[config.mk]
export PLATFORM = sky130hd
export DESIGN_NAME = wall_follow_ctrl
export DESIGN_NICKNAME = d
export VERILOG_FILES = /design/src/rtl/wf_pkg.sv /design/src/rtl/wf_table.sv /design/src/rtl/wf_state_reg.sv /design/src/rtl/wall_follow_ctrl.sv
export SDC_FILE = /design/constraint.sdc
export NUM_CORES = 1
export LEC_CHECK = 0
export ABC_AREA = 1
export BUFFER_PORTS_ARGS = -buffer_cell sky130_fd_sc_hd__buf_2
export CORE_AREA = 4 4 41 43
export CTS_CLUSTER_SIZE = 40
export DETAILED_ROUTE_END_ITERATION = 6
export DIE_AREA = 0 0 45 47
export GPL_TIMING_DRIVEN = 1
export PLACE_DENSITY = 0.3
export SLEW_MARGIN = 20
export SYNTH_ARGS = -nofsm -noshare
export SYNTH_HDL_FRONTEND = slang
export SYNTH_SLANG_ARGS = --single-unit
[constraint.sdc]
create_clock -name clk -period 1 [get_ports clk]
set_input_delay 0.15 -clock clk [delete_from_list [all_inputs] [get_ports clk]]
set_output_delay 0.15 -clock clk [all_outputs]
set_load 0.02 [all_outputs]
[src/rtl/wf_pkg.sv]
package wf_pkg;

  localparam int WF_STATE_W = 2;
  localparam int WF_SENSE_W = 2;
  localparam int WF_ADDR_W  = WF_STATE_W + WF_SENSE_W;
  localparam int WF_CMD_W   = 3;
  localparam int WF_WORD_W  = WF_STATE_W + WF_CMD_W;

  typedef enum logic [WF_STATE_W-1:0] {
    ST_SEEK  = 2'b00,
    ST_SPIN  = 2'b01,
    ST_HUG_A = 2'b10,
    ST_HUG_B = 2'b11
  } wf_state_e;

  // word layout: {next state, turn right, turn left, forward}
  typedef struct packed {
    logic [WF_STATE_W-1:0] nxt;
    logic                  tr;
    logic                  tl;
    logic                  fwd;
  } wf_word_t;

  // Policy for one table address {state, left, right}.
  function automatic wf_word_t wf_entry(input logic [WF_ADDR_W-1:0] adr);
    wf_word_t  w;
    wf_state_e s;
    logic      lf;
    logic      rt;
    s  = wf_state_e'(adr[WF_ADDR_W-1:WF_SENSE_W]);
    lf = adr[1];
    rt = adr[0];
    w  = '0;
    case (s)
      ST_SEEK: begin
        w.fwd = 1'b1;
        w.nxt = (lf || rt) ? ST_SPIN : ST_SEEK;
      end
      ST_SPIN: begin
        w.tl  = 1'b1;
        w.nxt = (lf || rt) ? ST_SPIN : ST_HUG_A;
      end
      ST_HUG_A: begin
        w.fwd = 1'b1;
        w.tr  = 1'b1;
        w.nxt = rt ? ST_HUG_B : ST_HUG_A;
      end
      default: begin
        w.fwd = 1'b1;
        w.tl  = 1'b1;
        if (lf)      w.nxt = ST_SPIN;
        else if (rt) w.nxt = ST_HUG_B;
        else         w.nxt = ST_HUG_A;
      end
    endcase
    return w;
  endfunction

endpackage

[src/rtl/wf_table.sv]
module wf_table
  import wf_pkg::*;
#(
  parameter int ADDR_W = WF_ADDR_W,
  parameter int WORD_W = WF_WORD_W
) (
  input  logic [ADDR_W-1:0] addr,
  output logic [WORD_W-1:0] word
);

  localparam int DEPTH = 1 << ADDR_W;

  logic [WORD_W-1:0] tbl [DEPTH];

  // Constant contents, one word per address, computed from the policy.
  for (genvar i = 0; i < DEPTH; i++) begin : g_fill
    assign tbl[i] = WORD_W'(wf_entry(WF_ADDR_W'(i)));
  end

  assign word = tbl[addr];

endmodule

[src/rtl/wf_state_reg.sv]
module wf_state_reg #(
  parameter int W = 2
) (
  input  logic         clk,
  input  logic         rst,
  input  logic         en,
  input  logic [W-1:0] d,
  output logic [W-1:0] q
);

  always_ff @(posedge clk) begin
    if (rst)     q <= '0;
    else if (en) q <= d;
  end

  // reset lands in seek
  a_r1_reset_seek: assert property (@(posedge clk) rst |=> (q == '0));

  // no enable, no movement
  a_r2_hold_idle: assert property (@(posedge clk) disable iff (rst)
    !en |=> $stable(q));

endmodule

[src/rtl/wall_follow_ctrl.sv]
module wall_follow_ctrl
  import wf_pkg::*;
(
  input  logic                  clk,
  input  logic                  rst,
  input  logic                  step_en,
  input  logic                  touch_l,
  input  logic                  touch_r,
  output logic [WF_STATE_W-1:0] state_o,
  output logic                  fwd,
  output logic                  turn_l,
  output logic                  turn_r
);

  logic [WF_STATE_W-1:0] cur_q;
  logic [WF_ADDR_W-1:0]  tbl_addr;
  logic [WF_WORD_W-1:0]  tbl_word;
  wf_word_t              entry;

  assign tbl_addr = {cur_q, touch_l, touch_r};

  wf_table #(
    .ADDR_W(WF_ADDR_W),
    .WORD_W(WF_WORD_W)
  ) u_table (
    .addr(tbl_addr),
    .word(tbl_word)
  );

  assign entry = wf_word_t'(tbl_word);

  wf_state_reg #(
    .W(WF_STATE_W)
  ) u_state (
    .clk(clk),
    .rst(rst),
    .en (step_en),
    .d  (entry.nxt),
    .q  (cur_q)
  );

  assign state_o = cur_q;
  assign fwd     = entry.fwd;
  assign turn_l  = entry.tl;
  assign turn_r  = entry.tr;

  // never both turns
  a_r8_one_turn: assert property (@(posedge clk) disable iff (rst)
    !(turn_l && turn_r));

  // spinning never steps
  a_r4_spin_still: assert property (@(posedge clk) disable iff (rst)
    (state_o == 2'b01) |-> (!fwd && turn_l));

  // seek with a contact and an enabled step goes to spin
  a_r3_seek_bump: assert property (@(posedge clk) disable iff (rst)
    (step_en && state_o == 2'b00 && (touch_l || touch_r)) |=> (state_o == 2'b01));

  // hug_b with left contact and an enabled step returns to spin
  a_r6_hugb_left: assert property (@(posedge clk) disable iff (rst)
    (step_en && state_o == 2'b11 && touch_l) |=> (state_o == 2'b01));

  // hug_a with no right contact and an enabled step stays put
  a_r5_huga_stay: assert property (@(posedge clk) disable iff (rst)
    (step_en && state_o == 2'b10 && !touch_r) |=> (state_o == 2'b10));

endmodule

==> results of run 1 <==
-- Yosys cell counts, drive strengths merged --
master  instances  area, um^2
a21oi           1        5.00
buf             1        7.51
dfxtp           2        40.0
inv             4        15.0
nand2           4        15.0
nand3           1        5.00
nor2            4        15.0
o21ai           1        5.00
or2             1        6.26
-- where the power goes --
part	internal (mW)	total, mW	switching [mW]
clock	0.133	0.181	0.0486
sequential	0.0862	0.0903	0.00410
combinational	0.0438	0.0861	0.0423
-- cells by family (layout without fill, tap and decap cells) --
family	after synthesis	after routing	synth area share, %
compound gates	2	2	8.78
buf+inv	5	19	19.8
flops	2	2	35.2
simple gates	10	10	36.3
-- worst max-delay path, cell delays in order (launching register included) --
cell	delay, ns
dfxtp_2	0.33
or2_1	0.24
buf_6	0.13
-- worst paths after layout --
kind                      from  slack, ns      endpoint
hold reg to reg   u_state.q[1]       0.52  u_state.q[1]
setup reg to reg  u_state.q[0]       0.15  u_state.q[0]
hold / removal             rst       0.17  u_state.q[1]
setup / recovery  u_state.q[1]      -0.08           fwd
-- cell usage in the layout, fill, tap and decap left out --
master	instances
nor2_1	4
buf_4	3
clkbuf_4	3
inv_1	2
nand3_1	1
nand2_1	3
o21ai_0	1
dfxtp_2	2
buf_2	5
a21oi_1	1
or2_1	1
nand2_4	1
buf_6	4
inv_2	2
-- routing by layer --
| metal | track usage, % | vias to the layer above | routed length (um) |
|---|---|---|---|
| met5 | 0 | - | 0 |
| met4 | 7.02 | 0 | 11 |
| met3 | 3.83 | 2 | 48 |
| met2 | 6.78 | 8 | 190 |
| met1 | 3.62 | 72 | 122 |
| li1 | - | 84 | - |
-- area by class of cell --
| type | count | area [um^2] | area share, % |
|---|---|---|---|
| clock buffer | 3 | 22.5 | 9.00 |
| inverter | 4 | 15.0 | 6.00 |
| tap | 15 | 18.8 | 7.50 |
| sequential | 2 | 42.5 | 17.0 |
| multi-input combinational | 12 | 58.8 | 23.5 |
| timing repair buffer | 12 | 92.6 | 37.0 |
-- what timing repair did --
action	CTS	global route
resized for setup	4	9
endpoints found under the setup margin	4	4
buffers inserted	0	2
hold buffers	0	0
cloned	0	0
==> results.sh, run 1 <==
export IMPL_fillCellCount=164
export IMPL_grt_util_all_layers_pct=4.89
export IMPL_drcViolationCount=0
export IMPL_synth_seq_cells=2
export IMPL_drt_total_wl_um=372
export IMPL_setup_worst_path_class="register to output port"
export IMPL_place_congestion=0.597
export IMPL_post_route_period_util_pct=108
export IMPL_largest_reg_flops=2
export IMPL_ys_seq_area_share_pct=35.2
export IMPL_max_freq_ghz=0.925
export IMPL_clkLatencyLatePin_ns=0.22
export IMPL_fin_hold_ws_ns=0.168
export IMPL_grt_pass1_wl_um=641
export IMPL_area_delta_synth_final_pct=120
export IMPL_io_buffers=9
export IMPL_fin_util_pct=19.2
export IMPL_ir_drop_mv=0.239
export IMPL_vias_per_cell=3.46
export IMPL_setup_slack_ns=-0.0810
export IMPL_fp_dieH_um=47
export IMPL_crit_arrival_ns=0.93
export IMPL_avgSynthCellArea_um2=5.99
export IMPL_power_uw=358
export IMPL_ff2ff_path_depth=6
export IMPL_final_min_clock_period_ns=1.08
export IMPL_die_area_um2=2120
export IMPL_vias=166
export IMPL_violations="negative setup slack"
export IMPL_cts_sinks=2
export IMPL_dp_hpwl_um=282
export IMPL_cts_tree="yes"
export IMPL_drtPass1Iterations=4
export IMPL_clockBufferDepth=2
export IMPL_path_max_fanout=4
export IMPL_start_util_pct=8.75
export IMPL_grt_overflow=0
export IMPL_drtIter0Drc=3
export IMPL_drive_above_1_share_pct=60.6
export IMPL_dp_cells=43
export IMPL_slew_headroom_pct=91.5
export IMPL_skew_ns=0.000190
export IMPL_grt_pass1_vias=152
export IMPL_grt_max_degree=6
export IMPL_finalHoldViolCount=0
export IMPL_cts_root_buffer="clkbuf_4"
export IMPL_report_final_slew_viol_count=0
export IMPL_clk_pin_slew_ns=0.03
export IMPL_setup_tns_final_ns=-0.131
export IMPL_final_cell_area_um2=250
export IMPL_powerDensity_nw_per_um2=1430
export IMPL_synth_cells=19
export IMPL_min_path_cells=4
export IMPL_leakage_nw=0.139
export IMPL_n_antenna_cell=0
export IMPL_setup_viol=2
export IMPL_rows=13
export IMPL_worstPathRequired_ns=0.85
export IMPL_end_kind="output port"
export IMPL_dpl_cell_area_um2=178
export IMPL_core_area_um2=1300
export IMPL_pre_cts_slack_ns=0.139
export IMPL_cts_buffers_inserted=3
export IMPL_worstMarginPinSlew_ns=0.127
export IMPL_synthesis_area_um2=114
export IMPL_ys_warn_count=0
export IMPL_rsz0062_at_grt="yes"
export IMPL_ys_types=10
export IMPL_status="finished, violations left"
export IMPL_finalNonFillerCells=48
export IMPL_synth_fp_nets=24
export IMPL_drv_cap=0
export IMPL_htree_levels=1
export IMPL_final_antenna_net_count=0
export IMPL_largest_register="u_state.q"
export IMPL_io_pins=10
export IMPL_antenna_found_initial=0
export IMPL_final_nets=40
export IMPL_die_width_um=45
export IMPL_hold_class="primary input to register"
export IMPL_worst_setup_path_start_kind="register"
export IMPL_routedWlPerCell_um=7.75
export IMPL_top_regs="u_state.q: 2 flops"
(Power assumes the default switching activity.)
==> inputs of run 2 (changes only) <==
--- a/config.mk
+++ b/config.mk
@@ -13,6 +13,7 @@
 export DIE_AREA = 0 0 45 47
 export GPL_TIMING_DRIVEN = 1
 export PLACE_DENSITY = 0.3
+export SETUP_SLACK_MARGIN = 0.1
 export SLEW_MARGIN = 20
 export SYNTH_ARGS = -nofsm -noshare
 export SYNTH_HDL_FRONTEND = slang
==> run 2 against run 1 <==
The flow still finishes with violations (negative setup slack). Count of clock-buffer cells in the layout unchanged. Cell count unchanged. Die area unchanged. Non-clock buffer count did not move. Clock power fell by 4%. Combinational power increased by 4.9%. Via count shrank 1.8%. Largest cell class unchanged. Largest power group unchanged.
==> results.sh, run 2 (synthesis results as in run 1) <==
export IMPL_final_min_clock_period_ns=1.08
export IMPL_clkLatencyLatePin_ns=0.22
export IMPL_drt_total_wl_um=368
export IMPL_rr_endpoint="u_state.q[0]"
export IMPL_largest_reg_flops=2
export IMPL_grt_overflow=0
export IMPL_grt_pass1_wl_um=579
export IMPL_status="finished, violations left"
export IMPL_vias_per_cell=3.40
export IMPL_cpMaxStageDelayCell="dfxtp_4"
export IMPL_fin_hold_ws_ns=0.170
export IMPL_final_antenna_net_count=0
export IMPL_rsz0062_at_grt="yes"
export IMPL_seq_area_um2=45.0
export IMPL_finalHoldViolCount=0
export IMPL_drv_cap=0
export IMPL_antenna_found_initial=0
export IMPL_drtIter0Drc=0
export IMPL_rows=13
export IMPL_post_route_period_util_pct=108
export IMPL_timing_rr_start="u_state.q[0]"
export IMPL_place_congestion=0.612
export IMPL_report_final_slew_viol_count=0
export IMPL_cts_sinks=2
export IMPL_worstMarginPinSlew_ns=0.219
export IMPL_setup_worst_path_class="register to output port"
export IMPL_cts_tree="yes"
export IMPL_grt_util_all_layers_pct=4.11
export IMPL_worstPathRequired_ns=0.85
export IMPL_fillCellCount=160
export IMPL_cts_root_buffer="clkbuf_4"
export IMPL_path_max_fanout=2
export IMPL_layout_cells_most_common_list="nor2_1 (4), buf_2 (4), buf_6 (4), buf_4 (4), clkbuf_4 (3)"
export IMPL_crit_end="fwd"
export IMPL_max_freq_ghz=0.927
export IMPL_power_uw=355
export IMPL_end_kind="output port"
export IMPL_die_width_um=45
export IMPL_die_area_um2=2120
export IMPL_drive_above_1_share_pct=66.7
export IMPL_fp_dieH_um=47
export IMPL_crit_arrival_ns=0.93
export IMPL_grt_max_degree=6
export IMPL_cpLargestDelayFamily="flip-flops"
export IMPL_htree_levels=1
export IMPL_hold_class="primary input to register"
export IMPL_multi_input_area_um2=65.1
export IMPL_grt_pass1_vias=158
export IMPL_clk_pin_slew_ns=0.03
export IMPL_setup_viol=2
export IMPL_critPathBufInv=2
export IMPL_n_antenna_cell=0
export IMPL_io_buffers=9
export IMPL_core_area_um2=1300
export IMPL_leakage_nw=0.139
export IMPL_slew_headroom_pct=85.2
export IMPL_powerDensity_nw_per_um2=1360
export IMPL_clockBufferDepth=2
export IMPL_worst_path_stages=3
export IMPL_dp_hpwl_um=261
export IMPL_ir_drop_mv=0.497
export IMPL_cts_buffers_inserted=3
export IMPL_setup_slack_ns=-0.0783
export IMPL_drtPass1Iterations=1
export IMPL_area_delta_synth_final_pct=130
export IMPL_slowest_delay_ns=0.34
export IMPL_worst_setup_path_start_kind="register"
export IMPL_final_nets=40
export IMPL_worstSetupStartpoint="u_state.q[0]"
export IMPL_top_regs="u_state.q: 2 flops"
export IMPL_violations="negative setup slack"
export IMPL_drcViolationCount=0
export IMPL_start_util_pct=8.75
export IMPL_io_pins=10
export IMPL_final_cell_area_um2=262
export IMPL_r2r_setup_slack_ns=0.14
export IMPL_skew_ns=0.00284
export IMPL_largest_register="u_state.q"
export IMPL_routedWlPerCell_um=7.67
export IMPL_path_cells="inv_2, or2_1, buf_6"
export IMPL_ff2ff_path_depth=6
export IMPL_vias=163
export IMPL_dpl_cell_area_um2=171
==> run 2: timing repair <==
item                                    CTS  global route
endpoints found under the setup margin    5             6
endpoints found under the hold margin     0             0
pin swaps                                 0             0
setup buffers                             3             0
resized for setup                        12             4
hold buffers                              0             0
==> run 2: stage by stage <==
| stage | TNS (ns) | instances | setup slack, ns | utilization [%] |
|---|---|---|---|---|
| 2_1_floorplan | 0 | 19 | 0.123 | - |
| 3_3_place_gp | 0 | 42 | 0.111 | 13.2 |
| 3_5_place_dp | 0 | 42 | 0.104 | 13.2 |
| 4_1_cts | -0.165 | 48 | -0.0902 | 19.0 |
| 5_1_grt | -0.224 | 48 | -0.111 | 20.1 |
| 6_report | -0.138 | 48 | -0.0783 | 20.1 |
==> run 2: area by class of cell <==
cell class | instances | share of cell area [%]
timing repair buffer | 12 | 36.4
multi-input combinational | 12 | 24.9
sequential | 2 | 17.2
inverter | 4 | 5.74
clock buffer | 3 | 8.61
tap | 15 | 7.18
==> run 2: worst min-delay path, cell delays in order <==
cell and delay, ns:
buf_2 0.07, inv_1 0.04, nand2_1 0.05, nor2_1 0.04
==> run 2: power by group <==
part / switching [mW] / internal (mW) / total [mW]
logic: 0.0444 / 0.0459 / 0.0903
clock network: 0.0424 / 0.132 / 0.174
registers: 0.00474 / 0.0852 / 0.0899
==> run 2: routing by layer <==
metal | vias up | global-route usage (%) | share of wire, %
li1 | 84 | - | -
met1 | 73 | 4.55 | 38
met2 | 6 | 5.65 | 54
met3 | 0 | 1.15 | 8.2
met4 | 0 | 5.26 | 0
met5 | - | 0 | 0
==> run 2: worst min path at each step <==
stage,from,endpoint,slack (ns),cells past startpoint
4_1_cts,rst,u_state.q[1],0.16,4
6_report,rst,u_state.q[1],0.17,4
2_1_floorplan,touch_l,u_state.q[0],0.28,2
3_3_place_gp,rst,u_state.q[1],0.41,4
5_1_grt,touch_l,u_state.q[0],0.19,3
3_5_place_dp,rst,u_state.q[1],0.41,4
